<file path="src/rtl/qmr_pkg.sv">
// Shared port numbering and types for the route selector.
// Assumes six candidate outputs per subnet; bit order is decoded by the crossbar.
package qmr_pkg;
    localparam int NPORT   = 6;
    localparam int P_EJECT = 0;
    localparam int P_HORIZ = 1;
    localparam int P_NORTH = 2;
    localparam int P_SOUTH = 3;
    localparam int P_DIAGN = 4;
    localparam int P_DIAGS = 5;

    typedef logic [NPORT-1:0] port_vec_t;
endpackage

</file>
<file path="src/rtl/qmr_dir_decode.sv">
// Classifies the signed offsets into wanted movements for one subnet.
// Assumes two's complement offsets; X of the wrong sign counts as zero.
module qmr_dir_decode #(
    parameter int OFS_W = 5,
    parameter bit EAST  = 1'b1
) (
    input  logic signed [OFS_W-1:0] x_ofs,
    input  logic signed [OFS_W-1:0] y_ofs,
    output logic                    x_go,
    output logic                    y_up,
    output logic                    y_dn
);
    localparam logic signed [OFS_W-1:0] ZERO = '0;

    // Derive movement wishes from the offset signs.
    always_comb begin
        if (EAST) begin
            x_go = (x_ofs > ZERO);
        end else begin
            x_go = (x_ofs < ZERO);
        end
        y_up = (y_ofs > ZERO);
        y_dn = (y_ofs < ZERO);
    end
endmodule

</file>
<file path="src/rtl/qmr_port_pick.sv">
// Quasi-minimal port choice: diagonal first, then horizontal, then vertical.
// Assumes y_up and y_dn are never both set; ejects when no movement is wanted.
module qmr_port_pick
    import qmr_pkg::*;
(
    input  logic      x_go,
    input  logic      y_up,
    input  logic      y_dn,
    input  port_vec_t blocked,
    output port_vec_t pick
);
    logic y_any;
    int   diag_idx;
    int   vert_idx;

    // Pick the diagonal/vertical port pair that matches the Y sign.
    always_comb begin
        y_any    = y_up | y_dn;
        diag_idx = y_up ? P_DIAGN : P_DIAGS;
        vert_idx = y_up ? P_NORTH : P_SOUTH;
    end

    // Choose one output with the fallback order.
    always_comb begin
        pick = '0;
        if (x_go && y_any) begin
            if (!blocked[diag_idx]) begin
                pick[diag_idx] = 1'b1;
            end else if (!blocked[P_HORIZ]) begin
                pick[P_HORIZ] = 1'b1;
            end else if (!blocked[vert_idx]) begin
                pick[vert_idx] = 1'b1;
            end else begin
                pick[diag_idx] = 1'b1;
            end
        end else if (x_go) begin
            pick[P_HORIZ] = 1'b1;
        end else if (y_any) begin
            pick[vert_idx] = 1'b1;
        end else begin
            pick[P_EJECT] = 1'b1;
        end
    end
endmodule

</file>
<file path="src/rtl/qmr_offset_step.sv">
// Rewrites the relative offsets for the hop selected by the picker.
// Assumes a one-hot pick; the offsets are unchanged for an eject.
module qmr_offset_step
    import qmr_pkg::*;
#(
    parameter int OFS_W = 5,
    parameter bit EAST  = 1'b1
) (
    input  logic signed [OFS_W-1:0] x_ofs,
    input  logic signed [OFS_W-1:0] y_ofs,
    input  port_vec_t               pick,
    output logic signed [OFS_W-1:0] x_nxt,
    output logic signed [OFS_W-1:0] y_nxt
);
    localparam logic signed [OFS_W-1:0] ONE    = 1;
    localparam logic signed [OFS_W-1:0] X_STEP = EAST ? ONE : -ONE;

    logic moves_x;
    logic moves_n;
    logic moves_s;

    // Which axes this hop advances.
    always_comb begin
        moves_x = pick[P_HORIZ] | pick[P_DIAGN] | pick[P_DIAGS];
        moves_n = pick[P_NORTH] | pick[P_DIAGN];
        moves_s = pick[P_SOUTH] | pick[P_DIAGS];
    end

    // Apply the hop to the remaining distance.
    always_comb begin
        x_nxt = moves_x ? (x_ofs - X_STEP) : x_ofs;
        if (moves_n) begin
            y_nxt = y_ofs - ONE;
        end else if (moves_s) begin
            y_nxt = y_ofs + ONE;
        end else begin
            y_nxt = y_ofs;
        end
    end
endmodule

</file>
<file path="src/rtl/qmr_route_sel.sv">
// Per-hop route selector for one subnet of a diagonally linked mesh router.
// Routes header flits, latches the port for body flits until the tail, and
// registers the request and rewritten offsets one cycle after the flit.
// Assumes the neighbouring logic presents flits in order, one per cycle.
module qmr_route_sel
    import qmr_pkg::*;
#(
    parameter int OFS_W = 5,
    parameter bit EAST  = 1'b1
) (
    input  logic                    clk,
    input  logic                    rst_n,
    input  logic                    flit_valid,
    input  logic                    flit_head,
    input  logic                    flit_tail,
    input  logic signed [OFS_W-1:0] in_x,
    input  logic signed [OFS_W-1:0] in_y,
    input  logic [NPORT-1:0]        port_cong,
    input  logic [NPORT-1:0]        port_full,
    output logic                    out_valid,
    output logic [NPORT-1:0]        out_port,
    output logic signed [OFS_W-1:0] out_x,
    output logic signed [OFS_W-1:0] out_y
);
    port_vec_t               blocked;
    port_vec_t               pick;
    port_vec_t               held_port;
    logic                    x_go;
    logic                    y_up;
    logic                    y_dn;
    logic signed [OFS_W-1:0] x_nxt;
    logic signed [OFS_W-1:0] y_nxt;
    logic                    is_head;
    logic                    is_body;

    // Merge congestion and full flags per port.
    for (genvar g = 0; g < NPORT; g++) begin : g_blk
        assign blocked[g] = port_cong[g] | port_full[g];
    end

    qmr_dir_decode #(.OFS_W(OFS_W), .EAST(EAST)) u_dec (
        .x_ofs (in_x),
        .y_ofs (in_y),
        .x_go  (x_go),
        .y_up  (y_up),
        .y_dn  (y_dn)
    );

    qmr_port_pick u_pick (
        .x_go    (x_go),
        .y_up    (y_up),
        .y_dn    (y_dn),
        .blocked (blocked),
        .pick    (pick)
    );

    qmr_offset_step #(.OFS_W(OFS_W), .EAST(EAST)) u_step (
        .x_ofs (in_x),
        .y_ofs (in_y),
        .pick  (pick),
        .x_nxt (x_nxt),
        .y_nxt (y_nxt)
    );

    // Classify the current flit.
    always_comb begin
        is_head = flit_valid & flit_head;
        is_body = flit_valid & ~flit_head;
    end

    // Hold the packet's port from header to tail.
    always_ff @(posedge clk) begin
        if (!rst_n) begin
            held_port <= '0;
        end else if (is_head) begin
            held_port <= flit_tail ? '0 : pick;
        end else if (is_body && flit_tail) begin
            held_port <= '0;
        end
    end

    // Register the request and the rewritten offsets.
    always_ff @(posedge clk) begin
        if (!rst_n) begin
            out_valid <= 1'b0;
            out_port  <= '0;
            out_x     <= '0;
            out_y     <= '0;
        end else if (is_head) begin
            out_valid <= 1'b1;
            out_port  <= pick;
            out_x     <= x_nxt;
            out_y     <= y_nxt;
        end else if (is_body) begin
            out_valid <= |held_port;
            out_port  <= held_port;
        end else begin
            out_valid <= 1'b0;
            out_port  <= '0;
        end
    end

    // at most one port, exactly one when valid.
    p_onehot_r13: assert property (@(posedge clk) disable iff (!rst_n)
        $onehot0(out_port) && (out_valid -> ($countones(out_port) == 1)));

    // no request without a preceding flit.
    p_idle_r12: assert property (@(posedge clk) disable iff (!rst_n)
        !flit_valid |=> (!out_valid && out_port == '0));

    // body flits reuse the latched port.
    p_body_r10: assert property (@(posedge clk) disable iff (!rst_n)
        is_body |=> (out_port == $past(held_port)));

    // ejection leaves the offsets untouched.
    p_eject_r8: assert property (@(posedge clk) disable iff (!rst_n)
        (is_head && !x_go && !y_up && !y_dn) |=>
        (out_port[P_EJECT] && out_x == $past(in_x) && out_y == $past(in_y)));

    // a free diagonal is always taken when both axes move.
    p_diag_r3: assert property (@(posedge clk) disable iff (!rst_n)
        (is_head && x_go && y_up && !blocked[P_DIAGN]) |=> out_port[P_DIAGN]);

    // horizontal is the first fallback.
    p_fallback_r4: assert property (@(posedge clk) disable iff (!rst_n)
        (is_head && x_go && y_dn && blocked[P_DIAGS] && !blocked[P_HORIZ])
        |=> out_port[P_HORIZ]);

    // the latch is empty after a tail flit.
    p_tail_r11: assert property (@(posedge clk) disable iff (!rst_n)
        (flit_valid && flit_tail) |=> (held_port == '0));
endmodule

</file>
<file path="config.mk">
export PLATFORM = sky130hd
export DESIGN_NAME = qmr_route_sel
export DESIGN_NICKNAME = d
export VERILOG_FILES = /design/src/rtl/qmr_pkg.sv /design/src/rtl/qmr_dir_decode.sv /design/src/rtl/qmr_port_pick.sv /design/src/rtl/qmr_offset_step.sv /design/src/rtl/qmr_route_sel.sv
export SDC_FILE = /design/constraint.sdc
export NUM_CORES = 1
export LEC_CHECK = 0
export BUFFER_PORTS_ARGS = -buffer_cell sky130_fd_sc_hd__buf_2
export CAP_MARGIN = 20
export CORE_MARGIN = 5
export CORE_UTILIZATION = 53
export DETAILED_ROUTE_END_ITERATION = 6
export PLACE_DENSITY = 0.93
export SYNTH_ARGS = -nofsm -noshare
export SYNTH_HDL_FRONTEND = slang
export SYNTH_SLANG_ARGS = --single-unit
</file>
<file path="constraint.sdc">
create_clock -name clk -period 4.1 [get_ports clk]
set_clock_uncertainty 0.1 [all_clocks]
set_input_delay 0.41 -clock clk [delete_from_list [all_inputs] [get_ports clk]]
set_output_delay 0.41 -clock clk [all_outputs]
set_load 0.02 [all_outputs]
</file>
==> Yosys cells after proc, flatten, opt, wreduce, memory -nomap -nowiden <==
Cells that the tools add are included.
Widths: inputs -> output; s select.
{ "totals": {"ff_bits": 23, "input_bits": 27, "output_inout_bits": 17, "wordCells": 68} }
{ "op_classes": {"add_sub_neg": 3, "order_cmp": 7, "muxes": 33, "n_bitwise": 14, "reduce_logical": 6} }
{ "op_table": {"columns": ["op", "n"], "rows": [
  ["$ge 32x1->1 const B", 2],
  ["$lt 32x5->1 const B", 2],
  ["$mux 6", 8],
  ["$mux 5", 4],
  ["$mux 1", 15],
  ["$or 1x1->1", 11],
  ["$gt 5x1->1 const B", 2],
  ["$sub 5x2->5 const B", 2],
  ["$mux 4", 2],
  ["$bmux 1 s3", 2],
  ["$demux 1 s3", 2],
  ["$reduce_or 6->1", 1],
  ["$add 5x2->5 const B", 1],
  ["$lt 5x1->1 const B", 1],
  ["$logic_and 1x1->1", 4],
  ["$and 1x1->1", 2],
  ["$reduce_bool 2->1", 1],
  ["$not 1->1", 1]
]} }

==> Depth between registers and ports, before layout <==
Gate-level depths: netlist (run 1).
{ "logic_depth": {"ltp_word": 13, "mapped_depth": 8, "depth_no_buf": 7} }

==> Cells and area by module <==
A second synthesis (run 1) with hierarchy kept.
{ "hier_totals": {"hier_cells": 159, "hier_area_um2": 1388.8} }
{ "by_module_without_submodules": {"columns": ["module", "n_inst", "cells_per_inst", "area_each_um2"], "rows": [
  ["qmr_route_sel", 1, 102, 1007.2],
  ["qmr_offset_step", 1, 35, 260.2],
  ["qmr_port_pick", 1, 17, 93.8],
  ["qmr_dir_decode", 1, 5, 27.5]
]} }

==> Least setup slack after synthesis (run 1) <==
OpenSTA, ideal clock, no wires.
{ "synth_path": {"path_type": "input port to flip-flop", "start": "input port in_y[0]", "end": "register out_x[0]", "arrival_time_ps": 1685, "path_slack_ps": 2193, "stages": 6, "cell_sequence": "inv_1 ha_1 nor3b_4 o311ai_1 a2111oi_2 a311o_1"} }
{ "synth_between": {"elab_chain_cells": 13} }
{ "synth_lines": {"columns": ["element", "line", "source"], "rows": [
  ["start: declaration", "qmr_route_sel.sv:17", "input logic signed [OFS_W-1:0] in_y,"],
  ["$gt 5x1->1", "qmr_dir_decode.sv:22", "y_up = (y_ofs > ZERO);"],
  ["$mux 1", "qmr_port_pick.sv:19, qmr_port_pick.sv:20", null],
  ["$ge 32x1->1 (not written as such), or another cell as far along", "qmr_port_pick.sv:32, qmr_port_pick.sv:39", null],
  ["$logic_and 1x1->1 (on tied branches)", null, null],
  ["$mux 1 (on tied branches)", null, null],
  ["$demux 1 s3", null, null],
  ["$mux 6", "qmr_port_pick.sv:31", "end else if (!blocked[vert_idx]) begin"],
  ["$mux 1 or $mux 4 (tied branches)", "qmr_port_pick.sv:29", "end else if (!blocked[P_HORIZ]) begin"],
  ["$mux 6", "qmr_port_pick.sv:27", "if (!blocked[diag_idx]) begin"],
  ["$mux 6 (*)", "qmr_port_pick.sv:26", "if (x_go && y_any) begin"],
  ["$or 1x1->1", "qmr_offset_step.sv:24", "moves_x = pick[P_HORIZ] | pick[P_DIAGN] | pick[P_DIAGS];"],
  ["$or 1x1->1 (*)", "qmr_offset_step.sv:24", null],
  ["$mux 5 (*)", "qmr_offset_step.sv:31", "x_nxt = moves_x ? (x_ofs - X_STEP) : x_ofs;"],
  ["end signal: assignment", "qmr_route_sel.sv:92", "out_x <= x_nxt;"],
  ["end: declaration", "qmr_route_sel.sv:22", "output logic signed [OFS_W-1:0] out_x,"]
]} }
Mark *: on every way between the ends. The rest lies on a longest branch, timed or not. The select of a mux whose other input is x is not followed.
A chain may end at the register's enable or synchronous reset.

==> Worst setup path in the final report (run 1) <==
{ "layout_path": {"start": "input port in_x[0]", "end": "register out_x[0]"} }
{ "layout_between": {"elab_chain_cells": 6} }
{ "layout_lines": {"columns": ["element", "line", "source"], "rows": [
  ["start: declaration", "qmr_route_sel.sv:16", "input logic signed [OFS_W-1:0] in_x,"],
  ["$gt 5x1->1", "qmr_dir_decode.sv:18", "x_go = (x_ofs > ZERO);"],
  ["$mux 1, or another cell as far along", "qmr_port_pick.sv:36", "end else if (x_go) begin"],
  ["$mux 6", "qmr_port_pick.sv:26", null],
  ["$or 1x1->1 (2 in a row)", "qmr_offset_step.sv:24", null],
  ["$mux 5 (*)", "qmr_offset_step.sv:31", null]
]} }
Mark *: on every way between the ends. The rest lies on a longest branch, timed or not.

==> results_dict.tcl, run 1 <==
set metrics [dict create \
    status "complete, no violations" \
    pre_cts_slack_ns 1.53 \
    synth_fp_nets 179 \
    grt_start_max_net_pins 16 \
    timing.rr.start "out_x[0]" \
    track_usage_pct 19.1 \
    via_per_inst 6.04 \
    io_pins 44 \
    nFillCells 210 \
    finalHoldViolCount 0 \
    rsz0062_at_grt "no" \
    worstSetupEndpointType "flop" \
    antenna_found_initial 0 \
    holdPathEnd "out_x[4]" \
    hp-class "input pin to flop" \
    place_inst 213 \
    core-area_sq_mm 0.00241 \
    p_leak_nw 0.651 \
    start_util_pct 53.8 \
    numCtsBuffers 3 \
    slowest_stage "nor2_1" \
    whs_path_depth 3 \
    slew_violations 0 \
    max_freq_mhz 442 \
    worstPathArrival_ns 2.43 \
    syn_avg_cell_area_sq_um 8.70 \
    regToRegSetupSlack_ns 3.14 \
    dieHeight_microns 59.5 \
    htreeDepth 1 \
    synthCells 149 \
    synth_edf_count 0 \
    start_kind "input pin" \
    row_count 18 \
    grt_pass1_vias 1246 \
    yosys_warnings 0 \
    die-area_sq_mm 0.00353 \
    crit_buf_inv 2 \
    synth.ff_latch_count 23 \
    wl_per_cell_microns 15.0 \
    criticalPathCategory "input pin to flop" \
    ys.flop_type "dfxtp_1" \
    postRouteAntennaNets 0 \
    mostFrequentLayoutCells "41 x buf_2, 23 x dfxtp_1, 20 x nor2_1" \
    relSlewSlack_pct 54.9 \
    layout_min_cycle_time_ns 2.26 \
    globalplace.congestion 0.857 \
    cts_hold_buf 0 \
    dp_hpwl_microns 2550 \
    synth_top_area_share_pct 35.5 \
    cts_resized 0 \
    vias 1310 \
    overflow 0 \
    power_density_mw_per_mm2 289 \
    vdd_drop_max_v 0.000279 \
    critPathRequiredTime_ns 4.26 \
    synthTopCellsByArea "dfxtp_1 36%, nor2_1 5.8%, nand3_1 3.5%" \
    reg2reg_depth 2 \
    area_growth_pct 18.6 \
    drt-initial-drc-count 41 \
    drc 0 \
    tightest_slew_ns 0.673 \
    critPathMaxFanout 11 \
    cts-root-buf "clkbuf_4" \
    synthDistinctLibCells 48 \
    clkTransAtPathRegs_ns 0.13 \
    finalSetupViolCount 0 \
    synth_area_sq_mm 0.00130 \
    cts_sinks 23 \
    max_cap_violations 0 \
    worstSkewPairLatency_ns 0.31 \
    diodes 0 \
    drive_gt1_share_pct 29.9 \
    total_power_w 0.000444 \
    reg2reg_to "out_x[0]" \
    drt_first_pass_iters 4 \
    holdCritStartpoint "in_x[4]" \
    post_cts.repair.setup_buffers 0 \
    grt_pass1_wl_microns 5260 \
    wirelength_microns 3260 \
    synth_area_leader_cell "dfxtp_1" \
    timing.setup.tns_ns 0 \
    final_cells 217 \
    period_share_pct 55.2 \
    cts-root-to-sink-buffers 2 \
    die_w_microns 59.5 \
    layout_commonest_cell "buf_2" \
    crit_family "compound AO/OA/AOI/OAI gates" \
    crit_path_max_incr_delay_ns 0.52 \
    cts_tree "done" \
    ys_seq_area_share_pct 35.5 \
    nets 218 \
    worst_slack_ns 1.84 \
    synthArstFlopShare_pct 0 \
    crit_path_cell_trace "buf_2 -> inv_1 -> ha_1 -> nor3b_2 -> nor2_1 -> o311ai_1 -> a2111oi_2 -> a311o_1" \
    io_buffers 41 \
]
## logic make-up (layout without fill, tap and decap cells)
| logic type | Yosys count | after routing | share of synthesized area [%] |
|---|---|---|---|
| flip-flops | 23 | 23 | 35.5 |
| AND/OR/NAND/NOR | 60 | 60 | 24.6 |
| AO/OA/AOI/OAI | 45 | 45 | 28.9 |
| adder cells (fa/ha/maj) | 3 | 3 | 2.90 |
| buffers and inverters | 12 | 50 | 3.67 |
| multiplexers | 4 | 4 | 3.09 |
| XOR/XNOR | 2 | 2 | 1.35 |
## per-stage QoR
step / hold WS, ns / utilization (%) / cell area [sq um]
2_1_floorplan: 0.359 / - / 1300
3_3_place_gp: 0.348 / 62.7 / 1510
3_5_place_dp: 0.355 / 62.7 / 1510
4_1_cts: 0.274 / 63.8 / 1540
5_1_grt: 0.287 / 63.8 / 1540
6_report: 0.279 / 63.8 / 1540
## worst register-to-register path, stage by stage (launching register included)
cell     delay, ns
dfxtp_1       0.33
and3_1        0.14
a311o_1       0.31
## sequential cells by signal (all words and copies together), names as in the netlist
name and count:
held_port 6, out_port 6, out_x 5, out_y 5, out_valid 1
## area by class of cell
| class | count | area, sq um | share of cell area, % |
|---|---|---|---|
| inverters | 5 | 18.8 | 1.22 |
| flip-flops and latches | 23 | 460 | 29.9 |
| multi-input cells | 114 | 788 | 51.3 |
| well taps | 30 | 37.5 | 2.44 |
| repair buffers | 41 | 205 | 13.3 |
| clock buffers | 3 | 22.5 | 1.46 |
| clock inverters | 1 | 5.00 | 0.325 |
## synth_stat cells (2+ instances only)
library cell,instances
a211oi_1,2
a211oi_2,2
a21oi_1,6
a22oi_1,5
a32oi_1,2
buf_2,2
clkbuf_1,5
dfxtp_1,23
ha_1,3
inv_1,5
mux2i_1,4
nand2_1,8
nand2b_1,2
nand3_1,9
nor2_1,20
nor3_1,6
nor4_1,2
o211ai_1,3
o21a_1,2
o21ai_0,3
o21ai_1,4
o311ai_1,2
or2_4,2
or3_1,2
or4_1,2
## worst max-delay path by stage
stage / from / slack (ns) / depth (start not counted) / to
2_1_floorplan: in_y[0] / 2.19 / 6 / out_x[0]
5_1_grt: in_x[0] / 1.73 / 8 / out_x[0]
4_1_cts: in_x[0] / 1.87 / 8 / out_x[0]
3_5_place_dp: in_x[0] / 1.53 / 8 / out_x[0]
6_report: in_x[0] / 1.84 / 8 / out_x[0]
3_3_place_gp: in_x[0] / 1.62 / 8 / out_x[0]
## where the power goes
group / switching (W) / internal, W / leakage, nW
sequential: 0.00000394 / 0.000232 / 0.187
clock: 0.0000680 / 0.0000364 / 0.0177
combinational: 0.0000646 / 0.0000390 / 0.446
total: 0.000136 / 0.000307 / 0.651
## per-layer routing
metal	wire length, microns	vias to the layer above	global-route usage [%]
met2	1730	45	35.7
met4	9	0	6.80
met1	1320	621	21.2
met5	0	-	0
met3	197	2	3.27
li1	-	642	-
(Power assumes the default switching activity.)
==> run 2, diff against run 1 <==
Settings changed: ABC_AREA set to 1, CORE_UTILIZATION 53 to 46, PLACE_DENSITY 0.93 to 0.85.
Clock period 4.1 ns to 1.9 ns, I/O delays scaled along.
==> run 2 against run 1 <==
Compared with the run above: final cell count up 39%; area after synthesis increased by 11%; register-to-register slack worse by 2.3 ns; critical path depth grew 7; non-clock buffer count grew 2; final area is 11% higher; total power increased by 130%; global-route usage down 3.8 points; sequential share of layout area down 3.0 points; via count grew 11%.
==> results_dict.tcl, run 2 <==
set metrics [dict create \
    critPathMaxFanout 6 \
    crit_path_frequent_cell "nand2_1" \
    grt_pass1_wl_microns 5390 \
    slew_violations 0 \
    finalHoldViolCount 0 \
    hp-class "input pin to flop" \
    synthArstFlopShare_pct 0 \
    p_leak_nw 0.918 \
    timing.setup.tns_ns 0 \
    synthTopCellsByCount "53 x nand2_1, 27 x inv_1, 26 x nor2_1, 23 x dfxtp_1" \
    crit_path_max_incr_delay_ns 0.26 \
    yosys_warnings 0 \
    power_density_mw_per_mm2 592 \
    start_util_pct 47.4 \
    io_pins 44 \
    io_buffers 41 \
    vias 1450 \
    synth_most_common_cell "nand2_1" \
    tightest_slew_ns 0.652 \
    diodes 0 \
    clkTransAtPathRegs_ns 0.13 \
    start_kind "input pin" \
    synth_edf_count 0 \
    ys_seq_area_share_pct 32.1 \
    critPathRequiredTime_ns 2.03 \
    synth_area_leader_cell "dfxtp_1" \
    drc 0 \
    dp_hpwl_microns 2510 \
    syn_avg_cell_area_sq_um 6.68 \
    worstPathArrival_ns 1.63 \
    synthDistinctLibCells 30 \
    synth_fp_nets 245 \
    drt_first_pass_iters 4 \
    cts-root-buf "clkbuf_4" \
    track_usage_pct 15.3 \
    cts_tree "done" \
    finalSetupViolCount 0 \
    synth.ff_latch_count 23 \
    grt_pass1_vias 1369 \
    worstSkewPairLatency_ns 0.31 \
    synth_area_sq_mm 0.00144 \
    synthTopCellsByArea "dfxtp_1 32%, nand2_1 14%, inv_1 7.1%" \
    max_freq_mhz 666 \
    grt_start_max_net_pins 22 \
    area_growth_pct 19.2 \
    synth_top_area_share_pct 32.1 \
    max_cap_violations 0 \
    die_w_microns 65.9 \
    crit_path_cell_trace "buf_2 -> inv_1 -> ha_1 -> nand2_4 -> nand3_2 -> nand3_1 -> nand2_1 -> inv_2 -> nand2_2 -> nand2_1 -> nand2_1 -> nand2_1 -> nand3_1 -> nand2_1 -> inv_1" \
    use_met3_pct 3.57 \
    postRouteAntennaNets 0 \
    cts_sinks 23 \
    cts_hold_buf 0 \
    core-area_sq_mm 0.00303 \
    rsz0062_at_grt "no" \
    globalplace.congestion 0.811 \
    overflow 0 \
    dieHeight_microns 65.9 \
    layout_min_cycle_time_ns 1.50 \
    total_power_w 0.00101 \
    largestRegisters "held_port: 6 flops, out_port: 6 flops" \
    synthCells 215 \
    numCtsBuffers 3 \
    post_cts.repair.setup_buffers 0 \
    vdd_drop_max_v 0.000524 \
    period_share_pct 79.0 \
    cts_resized 0 \
    mostFrequentLayoutCells "53 x nand2_1, 41 x buf_2, 27 x inv_1" \
    met1_usage_pct 18.3 \
    antenna_found_initial 0 \
    via_per_inst 4.82 \
    nets 288 \
    wirelength_microns 3210 \
    criticalPathCategory "input pin to flop" \
    slowest_stage "ha_1" \
    place_inst 297 \
    drive_gt1_share_pct 28.0 \
    met2_usage_pct 27.5 \
    ys.flop_type "dfxtp_1" \
    relSlewSlack_pct 56.5 \
    layout_commonest_cell "nand2_1" \
    drt-initial-drc-count 62 \
    die-area_sq_mm 0.00434 \
    row_count 20 \
    cts-root-to-sink-buffers 2 \
    busiest_layer "met2" \
    worstSetupEndpointType "flop" \
    wl_per_cell_microns 10.7 \
    htreeDepth 1 \
    status "complete, no violations" \
    final_cells 301 \
]
-- run 2: changes by cell type after synthesis, moves of 5 or more --
cell     before  now
a21oi_1       6   17
a22oi_1       5    0
inv_1         5   27
nand2_1       8   53
nand2_2       0    5
nand2_4       0    5
nand3_1       9   17
nand3_2       0    5
nor2_1       20   26
-- run 2: cells by family after synthesis --
kind of cell    synth area share [%]
fa+ha+maj                       2.61
flops                           32.1
simple gates                    42.0
xor+xnor                        3.66
buf+inv                         9.93
compound gates                  9.76
-- run 2: worst max-delay path, delay by kind of cell --
kind          cells  cell delay [ns]
fa+ha+maj         1             0.26
buf+inv           4             0.34
simple gates     10             0.84
-- run 2: per-stage QoR --
stage / utilization, % / hold slack (ns) / instance area [sq um] / setup slack [ns]
global placement: 55.6 / 0.357 / 1680 / 0.128
detailed placement: 55.6 / 0.370 / 1680 / 0.0751
floorplan: - / 0.228 / 1440 / 0.396
CTS: 56.5 / 0.0243 / 1710 / 0.425
finish: 56.5 / 0.0292 / 1710 / 0.399
global route: 56.5 / 0.0381 / 1710 / 0.256
-- run 2: metal layers --
metal	vias to the layer above	wire (microns)
met5	-	0
met4	0	27
met3	4	217
met2	51	1530
met1	637	1430
li1	758	-
-- run 2: cell type report --
type / count / area [sq um]
flip-flops and latches: 23 / 460
clock buffers: 3 / 22.5
clock inverters: 1 / 5.00
fillers: 308 / 1320
repair buffers: 43 / 220
well taps: 44 / 55.1
multi-input cells: 157 / 833
inverters: 30 / 115
-- run 2: where the power goes --
part,internal [W],switching [W],total [W]
clock network,0.0000787,0.000148,0.000227
registers,0.000502,0.00000841,0.000510
logic,0.0000999,0.000177,0.000277
total,0.000680,0.000333,0.00101
-- run 2: worst paths after layout --
kind | from | endpoint | slack, ns | cells after the start
worst max-delay path | in_y[0] | out_y[2] | 0.40 | 15
worst min-delay path | rst_n | out_x[4] | 0.03 | 3
worst max register to register | held_port[1] | out_valid | 0.88 | 2
worst min register to register | held_port[4] | held_port[4] | 0.39 | 2
==> run 3, diff against run 2 <==
Settings changed: CORE_UTILIZATION 46 to 51, PLACE_DENSITY 0.85 to 0.88.
Clock period 1.9 ns to 1.57 ns, I/O delays scaled along.
==> run 3 against run 2 <==
Compared with the run above: routed wire length is 3.2% higher; global-route usage is 2.0 points higher; critical path depth is 10 lower; final cell count is 2.0% higher.
==> results_dict.tcl, run 3 (synthesis results as in run 2) <==
set metrics [dict create \
    crit_path_max_incr_delay_ns 0.56 \
    clkTransAtPathRegs_ns 0.13 \
    power_density_mw_per_mm2 684 \
    core-area_sq_mm 0.00273 \
    vdd_drop_max_v 0.000924 \
    reg2reg_depth 3 \
    nets 307 \
    die_w_microns 63.1 \
    start_util_pct 52.5 \
    crit_path_cell_trace "dlygate4sd3_1 -> buf_2 -> o21ai_0 -> a21oi_1 -> dlygate4sd3_1" \
    finalSetupViolCount 0 \
    wirelength_microns 3310 \
    mostFrequentLayoutCells "53 x nand2_1, 41 x buf_2, 27 x inv_1" \
    grt_pass1_wl_microns 5820 \
    numCtsBuffers 3 \
    grt_start_max_net_pins 17 \
    period_share_pct 92.6 \
    start_kind "input pin" \
    seq_power_share_pct 48.9 \
    regToRegSetupSlack_ns 0.21 \
    via_per_inst 4.98 \
    cts_tree "done" \
    max_cap_violations 0 \
    rsz0062_at_grt "no" \
    tightest_slew_ns 0.397 \
    status "complete, no violations" \
    grt_pass1_vias 1424 \
    slew_violations 0 \
    crit_path_frequent_cell "dlygate4sd3_1" \
    die-area_sq_mm 0.00398 \
    timing.rr.start "out_x[4]" \
    max_freq_mhz 688 \
    final_cells 307 \
    htreeDepth 1 \
    place_inst 300 \
    drt_first_pass_iters 5 \
    reg2reg_to "out_x[4]" \
    critPathRequiredTime_ns 1.74 \
    wl_per_cell_microns 10.8 \
    total_power_w 0.00126 \
    drc 0 \
    drt-initial-drc-count 48 \
    timing.setup.tns_ns 0 \
    crit_start "rst_n" \
    cts_resized 0 \
    internal-power_w 0.000853 \
    vias 1529 \
    area_growth_pct 28.5 \
    power_frac_comb_pct 29.5 \
    diodes 0 \
    dp_hpwl_microns 2550 \
    largestRegisters "held_port: 6 flops, out_port: 6 flops" \
    cts-root-buf "clkbuf_4" \
    dieHeight_microns 63.1 \
    criticalPathCategory "input pin to flop" \
    cts-root-to-sink-buffers 2 \
    io_buffers 41 \
    hp-class "input pin to flop" \
    antenna_found_initial 0 \
    worstPathArrival_ns 1.62 \
    track_usage_pct 17.2 \
    critPathMaxFanout 3 \
    relSlewSlack_pct 73.4 \
    pre_cts_slack_ns -0.206 \
    finalHoldViolCount 0 \
    endpoint "out_x[4]" \
    worstSetupEndpointType "flop" \
    postRouteAntennaNets 0 \
    overflow 0 \
    p_sw_w 0.000409 \
    slowest_stage "dlygate4sd3_1" \
    layout_min_cycle_time_ns 1.45 \
    p_clk_share_pct 21.6 \
    globalplace.congestion 0.828 \
    row_count 19 \
    worstSkewPairLatency_ns 0.31 \
    cts_sinks 23 \
    swShare_pct 32.4 \
    drive_gt1_share_pct 31.9 \
    io_pins 44 \
    layout_commonest_cell "nand2_1" \
    p_leak_nw 1.01 \
    worst_slack_ns 0.116 \
]
run 3: cell count changes in the layout (fill, tap and decap cells not counted):
cell / change
dlygate4sd3_1: +3
buf_4: +16
run 3: repair_timing:
item                                   CTS  global route
endpoints found under the hold margin    3             0
setup buffers                            0             0
hold buffers                             3             0
run 3: worst min path at each step:
stage / end / cells past startpoint / start / slack (ns)
after floorplan: out_x[4] / 2 / rst_n / 0.20
after global placement: out_x[4] / 3 / in_x[4] / 0.32
after detailed placement: out_x[4] / 3 / rst_n / 0.32
after CTS: out_x[3] / 5 / in_x[3] / 0.08
after global routing: out_x[3] / 5 / in_x[3] / 0.12
final: out_x[3] / 5 / in_x[3] / 0.1
run 3: power by group through the flow:
stage	combinational [W]	sequential (W)	clock (W)
finish	0.000372	0.000618	0.000272
global route	0.000417	0.000621	0.000304
CTS	0.000372	0.000618	0.000284
detailed placement	0.000364	0.000630	0
global placement	0.000354	0.000630	0
floorplan	0.000208	0.000657	0
run 3: routing by layer:
metal / track usage, % / routed length, microns / vias up
met5: 0 / 0 / -
met4: 2.92 / 0 / 0
met3: 4.80 / 215 / 0
met2: 29.7 / 1680 / 40
met1: 21.5 / 1410 / 688
li1: - / - / 801
run 3: area by class of cell:
cell class / instances / area, sq um
timing repair buffer: 62 / 370
sequential: 23 / 460
fill: 247 / 888
clock inverter: 1 / 5.00
tap: 31 / 38.8
multi-input combinational: 157 / 833
inverter: 30 / 115
clock buffer: 3 / 22.5
run 3: worst max-delay path, delay by kind of cell:
| kind | cells | cell delay, ns |
|---|---|---|
| buffers and inverters | 3 | 1.21 |
| AOI/OAI and AO/OA | 2 | 0.25 |
run 3: metrics by stage:
stage	hold slack, ns	utilization, %	cell area [sq um]
after floorplan	0.195	-	1440
after CTS	0.0835	67.5	1850
after global placement	0.319	65.4	1790
after global routing	0.118	67.5	1850
final	0.0951	67.5	1850
after detailed placement	0.323	65.4	1790
